## src/rtl/sc_proc16_pkg.sv

```systemverilog
package sc_proc16_pkg;

  localparam int INSTR_W = 16;
  localparam int OP_W    = 7;
  localparam int FLD_W   = 3;
  localparam int AD_W    = 2 * FLD_W;
  localparam int REG_CNT = 2 ** FLD_W;

  typedef enum logic [OP_W-1:0] {
    OP_MOVA = 7'b0000000,
    OP_INC  = 7'b0000001,
    OP_ADD  = 7'b0000010,
    OP_SUB  = 7'b0000101,
    OP_DEC  = 7'b0000110,
    OP_AND  = 7'b0001000,
    OP_OR   = 7'b0001001,
    OP_XOR  = 7'b0001010,
    OP_NOT  = 7'b0001011,
    OP_MOVB = 7'b0001100,
    OP_SHR  = 7'b0001101,
    OP_SHL  = 7'b0001110,
    OP_LD   = 7'b0010000,
    OP_ST   = 7'b0100000,
    OP_ADI  = 7'b1000010,
    OP_LDI  = 7'b1001100,
    OP_BRZ  = 7'b1100000,
    OP_BRN  = 7'b1100001,
    OP_JMP  = 7'b1110000
  } opcode_e;

  typedef enum logic [3:0] {
    ALU_PASSA, ALU_INC, ALU_ADD, ALU_SUB, ALU_DEC,
    ALU_AND, ALU_OR, ALU_XOR, ALU_NOT,
    ALU_PASSB, ALU_SHR, ALU_SHL
  } alu_op_e;

  typedef enum logic [1:0] {PC_SEQ, PC_BRZ, PC_BRN, PC_JMP} pc_sel_e;

  typedef struct packed {
    logic    regWrite;
    logic    memWrite;
    logic    memToReg;
    logic    useImm;
    logic    setFlags;
    alu_op_e aluOp;
    pc_sel_e pcSel;
  } ctrl_t;

endpackage

```

## src/rtl/sc_proc16_alu.sv

```systemverilog
module sc_proc16_alu
  import sc_proc16_pkg::*;
#(
  parameter int DW = 16
) (
  input  alu_op_e       aluOp,
  input  logic [DW-1:0] opA,
  input  logic [DW-1:0] opB,
  output logic [DW-1:0] result
);

  localparam logic [DW-1:0] ONE = {{(DW-1){1'b0}}, 1'b1};

  always_comb begin
    case (aluOp)
      ALU_PASSA: result = opA;
      ALU_INC:   result = opA + ONE;
      ALU_ADD:   result = opA + opB;
      ALU_SUB:   result = opA - opB;
      ALU_DEC:   result = opA - ONE;
      ALU_AND:   result = opA & opB;
      ALU_OR:    result = opA | opB;
      ALU_XOR:   result = opA ^ opB;
      ALU_NOT:   result = ~opA;
      ALU_PASSB: result = opB;
      ALU_SHR:   result = {1'b0, opB[DW-1:1]};
      ALU_SHL:   result = {opB[DW-2:0], 1'b0};
      default:   result = opA;
    endcase
  end

endmodule

```

## src/rtl/sc_proc16_ctrl.sv

```systemverilog
module sc_proc16_ctrl
  import sc_proc16_pkg::*;
(
  input  logic [OP_W-1:0] opcode,
  output ctrl_t           ctrlS
);

  always_comb begin
    ctrlS       = '0;
    ctrlS.aluOp = ALU_PASSA;
    ctrlS.pcSel = PC_SEQ;
    case (opcode)
      OP_MOVA: begin ctrlS.regWrite = 1'b1; ctrlS.setFlags = 1'b1; ctrlS.aluOp = ALU_PASSA; end
      OP_INC:  begin ctrlS.regWrite = 1'b1; ctrlS.setFlags = 1'b1; ctrlS.aluOp = ALU_INC;   end
      OP_ADD:  begin ctrlS.regWrite = 1'b1; ctrlS.setFlags = 1'b1; ctrlS.aluOp = ALU_ADD;   end
      OP_SUB:  begin ctrlS.regWrite = 1'b1; ctrlS.setFlags = 1'b1; ctrlS.aluOp = ALU_SUB;   end
      OP_DEC:  begin ctrlS.regWrite = 1'b1; ctrlS.setFlags = 1'b1; ctrlS.aluOp = ALU_DEC;   end
      OP_AND:  begin ctrlS.regWrite = 1'b1; ctrlS.setFlags = 1'b1; ctrlS.aluOp = ALU_AND;   end
      OP_OR:   begin ctrlS.regWrite = 1'b1; ctrlS.setFlags = 1'b1; ctrlS.aluOp = ALU_OR;    end
      OP_XOR:  begin ctrlS.regWrite = 1'b1; ctrlS.setFlags = 1'b1; ctrlS.aluOp = ALU_XOR;   end
      OP_NOT:  begin ctrlS.regWrite = 1'b1; ctrlS.setFlags = 1'b1; ctrlS.aluOp = ALU_NOT;   end
      OP_MOVB: begin ctrlS.regWrite = 1'b1; ctrlS.setFlags = 1'b1; ctrlS.aluOp = ALU_PASSB; end
      OP_SHR:  begin ctrlS.regWrite = 1'b1; ctrlS.setFlags = 1'b1; ctrlS.aluOp = ALU_SHR;   end
      OP_SHL:  begin ctrlS.regWrite = 1'b1; ctrlS.setFlags = 1'b1; ctrlS.aluOp = ALU_SHL;   end
      OP_LDI: begin
        ctrlS.regWrite = 1'b1; ctrlS.setFlags = 1'b1;
        ctrlS.useImm   = 1'b1; ctrlS.aluOp    = ALU_PASSB;
      end
      OP_ADI: begin
        ctrlS.regWrite = 1'b1; ctrlS.setFlags = 1'b1;
        ctrlS.useImm   = 1'b1; ctrlS.aluOp    = ALU_ADD;
      end
      OP_LD:  begin ctrlS.regWrite = 1'b1; ctrlS.memToReg = 1'b1; end
      OP_ST:  ctrlS.memWrite = 1'b1;
      OP_BRZ: ctrlS.pcSel = PC_BRZ;
      OP_BRN: ctrlS.pcSel = PC_BRN;
      OP_JMP: ctrlS.pcSel = PC_JMP;
      default: ;
    endcase
  end

endmodule

```

## src/rtl/sc_proc16_dpath.sv

```systemverilog
module sc_proc16_dpath
  import sc_proc16_pkg::*;
#(
  parameter int DW         = 16,
  parameter int IMEM_DEPTH = 64,
  parameter int DMEM_DEPTH = 64
) (
  input  logic            clk,
  input  logic            rst,
  input  ctrl_t           ctrlS,
  output logic [OP_W-1:0] opcode,
  output logic [DW-1:0]   pc,
  output logic            flagN,
  output logic            flagZ
);

  localparam int IAW = $clog2(IMEM_DEPTH);
  localparam int DAW = $clog2(DMEM_DEPTH);
  localparam logic [DW-1:0] ONE = {{(DW-1){1'b0}}, 1'b1};

  logic [INSTR_W-1:0] instrMem [IMEM_DEPTH];
  logic [DW-1:0]      dataMem  [DMEM_DEPTH];
  logic [DW-1:0]      regs     [REG_CNT];

  initial begin
    for (int i = 0; i < IMEM_DEPTH; i++) instrMem[i] = '0;
  end

  logic [INSTR_W-1:0] instr;
  logic [FLD_W-1:0]   drF, saF, sbF;
  logic [DW-1:0]      srcA, srcB, opB, aluY, wbData, memRd;
  logic [DW-1:0]      seqPc, brPc, nextPc;
  logic [AD_W-1:0]    adF;
  logic               brTaken;

  assign instr  = instrMem[pc[IAW-1:0]];
  assign opcode = instr[INSTR_W-1 -: OP_W];
  assign drF    = instr[3*FLD_W-1 -: FLD_W];
  assign saF    = instr[2*FLD_W-1 -: FLD_W];
  assign sbF    = instr[FLD_W-1:0];
  assign adF    = {drF, sbF};

  assign srcA = regs[saF];
  assign srcB = regs[sbF];
  assign opB  = ctrlS.useImm ? {{(DW-FLD_W){1'b0}}, sbF} : srcB;

  sc_proc16_alu #(.DW(DW)) u_alu (
    .aluOp (ctrlS.aluOp),
    .opA   (srcA),
    .opB   (opB),
    .result(aluY)
  );

  assign memRd  = dataMem[srcA[DAW-1:0]];
  assign wbData = ctrlS.memToReg ? memRd : aluY;

  // Next program counter
  assign seqPc = pc + ONE;
  assign brPc  = pc + {{(DW-AD_W){adF[AD_W-1]}}, adF};

  always_comb begin
    case (ctrlS.pcSel)
      PC_BRZ:  brTaken = (srcA == '0);
      PC_BRN:  brTaken = srcA[DW-1];
      default: brTaken = 1'b0;
    endcase
    if (ctrlS.pcSel == PC_JMP) nextPc = srcA;
    else if (brTaken)          nextPc = brPc;
    else                       nextPc = seqPc;
  end

  always_ff @(posedge clk) begin
    if (rst) begin
      pc    <= '0;
      flagN <= 1'b0;
      flagZ <= 1'b0;
      for (int r = 0; r < REG_CNT; r++) regs[r] <= '0;
    end else begin
      pc <= nextPc;
      if (ctrlS.regWrite) regs[drF] <= wbData;
      if (ctrlS.setFlags) begin
        flagN <= aluY[DW-1];
        flagZ <= (aluY == '0);
      end
    end
  end

  always_ff @(posedge clk) begin
    if (!rst && ctrlS.memWrite) dataMem[srcA[DAW-1:0]] <= srcB;
  end

  assert_reset_R1: assert property (@(posedge clk)
    rst |=> (pc == '0 && !flagN && !flagZ));

  assert_pc_seq_R2: assert property (@(posedge clk) disable iff (rst)
    (ctrlS.pcSel == PC_SEQ) |=> (pc == $past(pc) + ONE));

  assert_store_no_reg_R7: assert property (@(posedge clk) disable iff (rst)
    ctrlS.memWrite |-> !ctrlS.regWrite);

  assert_branch_fall_R8: assert property (@(posedge clk) disable iff (rst)
    ((ctrlS.pcSel == PC_BRZ && srcA != '0) || (ctrlS.pcSel == PC_BRN && !srcA[DW-1]))
    |=> (pc == $past(pc) + ONE));

  assert_jump_R9: assert property (@(posedge clk) disable iff (rst)
    (ctrlS.pcSel == PC_JMP) |=> (pc == $past(srcA)));

  assert_flag_hold_R10: assert property (@(posedge clk) disable iff (rst)
    !ctrlS.setFlags |=> $stable({flagN, flagZ}));

endmodule

```

## src/rtl/sc_proc16.sv

```systemverilog
module sc_proc16
  import sc_proc16_pkg::*;
#(
  parameter int IMEM_DEPTH = 64,
  parameter int DMEM_DEPTH = 64
) (
  input  logic        clk,
  input  logic        rst,
  output logic [15:0] pcView,
  output logic        flagN,
  output logic        flagZ
);

  ctrl_t           ctrlS;
  logic [OP_W-1:0] opcode;

  sc_proc16_ctrl u_ctrl (
    .opcode(opcode),
    .ctrlS (ctrlS)
  );

  sc_proc16_dpath #(
    .DW        (16),
    .IMEM_DEPTH(IMEM_DEPTH),
    .DMEM_DEPTH(DMEM_DEPTH)
  ) u_dpath (
    .clk   (clk),
    .rst   (rst),
    .ctrlS (ctrlS),
    .opcode(opcode),
    .pc    (pcView),
    .flagN (flagN),
    .flagZ (flagZ)
  );

endmodule

```

## config.mk

```make
export PLATFORM = sky130hd
export DESIGN_NAME = sc_proc16
export DESIGN_NICKNAME = d
export VERILOG_FILES = /design/src/rtl/sc_proc16_pkg.sv /design/src/rtl/sc_proc16_alu.sv /design/src/rtl/sc_proc16_ctrl.sv /design/src/rtl/sc_proc16_dpath.sv /design/src/rtl/sc_proc16.sv
export SDC_FILE = /design/constraint.sdc
export NUM_CORES = 1
export LEC_CHECK = 0
export BUFFER_PORTS_ARGS = -buffer_cell sky130_fd_sc_hd__buf_2
export CAP_MARGIN = 10
export CORE_AREA = 2 2 42 53
export DETAILED_ROUTE_END_ITERATION = 8
export DIE_AREA = 0 0 44 55
export PLACE_DENSITY = 0.66
export SETUP_SLACK_MARGIN = 0.5
export SYNTH_ARGS = -nofsm -noshare
export SYNTH_HDL_FRONTEND = slang
export SYNTH_SLANG_ARGS = --single-unit
```

## constraint.sdc

```tcl
create_clock -name clk -period 1.26 [get_ports clk]
set_input_delay 0.252 -clock clk [delete_from_list [all_inputs] [get_ports clk]]
set_output_delay 0.252 -clock clk [all_outputs]
set_load 0.02 [all_outputs]
```

==> impl_metrics.yaml <==
sta:
  period_share_pct: 102
  fin_crit_ns: 1.29
  slew_viol_final: 0
  max_freq_mhz: 778
  setup_slack_ns: -0.0259
  rsz0062_at_grt: "yes"
  hold_violations: 0
  finClkSkew_ns: 0.00741
  finalSetupViolCount: 2
clocking:
  clk_pin_slew_ns: 0.11
  htreeDepth: 1
  cts_tree: "built"
  cts_buffer_depth: 2
  cts.sinks: 17
  clock_latency_ns: 0.29
  ctsHoldBuffers: 0
  numCtsBuffers: 3
  cts-root-buf: "clkbuf_4"
setup_path:
  critPathTopFamily: "simple AND/OR/NAND/NOR gates"
  slowest_stage: "dfxtp_4"
  critPathBufInv: 1
  critical_path_required_ns: 1.44
  timing.setup.critical_path_class: "reg -> reg"
  critPathArrivalTime_ns: 1.47
  critical_path.endpoint_type: "flop"
  rr_startpoint: "u_dpath.pc[11]"
  worst_r2r_path_depth: 5
  path_cells: "nand4_1 -> buf_4 -> nor4_4 -> xnor2_1 -> nor2_1"
  worstSetupStartpoint: "u_dpath.pc[11]"
  cp-start-kind: "flop"
  r2r_end: "u_dpath.pc[13]"
  path_max_fanout: 4
  cp_slowest_stage_delay_ns: 0.38
  reg2reg_slack_ns: -0.03
final_layout:
  drive_gt1_share_pct: 67.6
  fillers: 132
  fin_cells: 156
  layout.nets: 140
  layout_commonest_cell: "buf_6"
  post-route-util_pct: 72.8
  area_growth_pct: 92.6
  antenna_cells: 0
  fin_area_sq_um: 1410
  layout_common_cells: "25 x buf_6, 24 x buf_4, 15 x nor2_1"
placement:
  place_inst: 123
  portBuffers: 18
  globalplace.congestion: 0.790
  place_hpwl_microns: 1060
  detailed_place.area_sq_um: 942
floorplanning:
  core_sq_um: 1940
  die_area_sq_um: 2420
  die_h_microns: 55
  ios: 20
  die_w_microns: 44
  core.rowCount: 18
  start_util_pct: 37.8
synthesis:
  synth-seq-area-share_pct: 46.5
  syn_area_per_cell_sq_um: 8.71
  ys_seq_elements: 17
  yosys.cell_types.count: 20
  netlist_area_sq_um: 732
  yosysWarningCount: 0
  synth_fp_nets: 87
  synth_cells: 84
worst_hold_path:
  hold_start: "rst"
  holdPathStages: 2
  min_to: "u_dpath.pc[11]"
  hold_path_class: "in -> reg"
pwr:
  pwr-share-clk_pct: 31.5
  power.switching_uw: 247
  power.internal_uw: 695
  powerDensity_nw_per_um2: 668
  power.leakage_nw: 0.589
  p_comb_share_pct: 10.6
  p_sw_share_pct: 26.2
  ir_worst_vdd_v: 0.000828
  seq_power_share_pct: 57.8
drt:
  num_vias: 803
  routed_via_density: 5.15
  drt-initial-drc-count: 16
  ant_nets: 0
  routedWlPerCell_microns: 14.7
  drtPass1Iterations: 5
  routed_wl_microns: 2300
  drc_errors: 0
global_route:
  antenna_found_initial: 0
  grt_pass1_wl_microns: 3140
  gr-total-overflow: 0
  grt_pass1_vias: 708
  grt_max_degree: 11
  track_usage_pct: 17.7
run_status:
  status: "finished, violations left"
  violations: "negative setup slack"
run:
  maxCapViolations: 0
## power by group through the flow
stage               clock network [mW]  logic [mW]  registers [mW]
finish                           0.297       0.100           0.545
global route                     0.321       0.107           0.547
global placement                     0      0.0602           0.557
detailed placement                   0      0.0601           0.557
floorplan                            0      0.0306           0.570
CTS                              0.303      0.0794           0.544
## sequential cells by signal (all words and copies together) (netlist names)
signal,cells
u_dpath.flagZ,1
u_dpath.pc,16
## worst max-delay path by stage
| stage | slack, ns | to | depth (start not counted) |
|---|---|---|---|
| after detailed placement | 0.04 | u_dpath.pc[14] | 4 |
| after floorplan | 0.07 | u_dpath.pc[8] | 4 |
| after global routing | -0.09 | u_dpath.pc[12] | 5 |
| after CTS | 0.06 | u_dpath.pc[8] | 4 |
| final | -0.03 | u_dpath.pc[13] | 5 |
| after global placement | 0.05 | u_dpath.pc[14] | 4 |
## what timing repair did
| action | CTS | global route |
|---|---|---|
| buffers inserted | 17 | 12 |
| pin swaps | 8 | 6 |
| setup endpoints to repair | 32 | 32 |
| gates resized for setup | 41 | 21 |
## cell usage after synthesis
library cell | number | share of area (%)
inv_1 | 4 | 2.1
or3_1 | 1 | 0.86
nand2_1 | 5 | 2.6
nand3_1 | 6 | 4.1
conb_1 | 1 | 0.51
xnor2_1 | 10 | 12
clkbuf_1 | 2 | 1.0
ha_1 | 1 | 1.7
o21ai_0 | 1 | 0.68
buf_4 | 1 | 1.0
nor4_2 | 2 | 3.4
a31o_2 | 1 | 1.2
xor2_1 | 2 | 2.4
nand4_2 | 2 | 3.4
nand4_1 | 2 | 1.7
nor3_1 | 5 | 3.4
dfxtp_1 | 17 | 46
a21oi_1 | 2 | 1.4
nor2_1 | 18 | 9.2
nor2b_1 | 1 | 0.86
## metal layers
| layer | wire length [microns] | global-route usage (%) | vias to the layer above |
|---|---|---|---|
| li1 | - | - | 376 |
| met2 | 1260 | 30.4 | 28 |
| met1 | 909 | 22.0 | 392 |
| met3 | 69 | 3.90 | 7 |
| met4 | 62 | 6.06 | 0 |
| met5 | 0 | 0 | - |
## area by class of cell
type                       count  area (sq um)  area share, %
inverter                       4          15.0           1.06
multi-input combinational     60           477           33.8
timing repair buffer          51           472           33.5
clock buffer                   3          22.5           1.60
clock inverter                 1          5.00          0.355
tap                           20          25.0           1.77
sequential                    17           394           28.0
## logic make-up after synthesis
family	after synthesis	share of synthesized area [%]
adder cells (fa/ha/maj)	1	1.71
AO/OA/AOI/OAI	4	3.25
flip-flops	17	46.5
other	1	0.512
buffers and inverters	7	4.10
AND/OR/NAND/NOR	42	29.6
XOR/XNOR	12	14.4
## through the flow
stage	total power [mW]	TNS (ns)	setup slack (ns)	hold WS, ns
floorplan	0.601	0	0.0692	0.483
global placement	0.617	0	0.0470	0.454
detailed placement	0.617	0	0.0371	0.459
CTS	0.926	0	0.0570	0.226
global route	0.975	-0.302	-0.0892	0.245
finish	0.942	-0.0354	-0.0259	0.248
(Power assumes the default switching activity.)
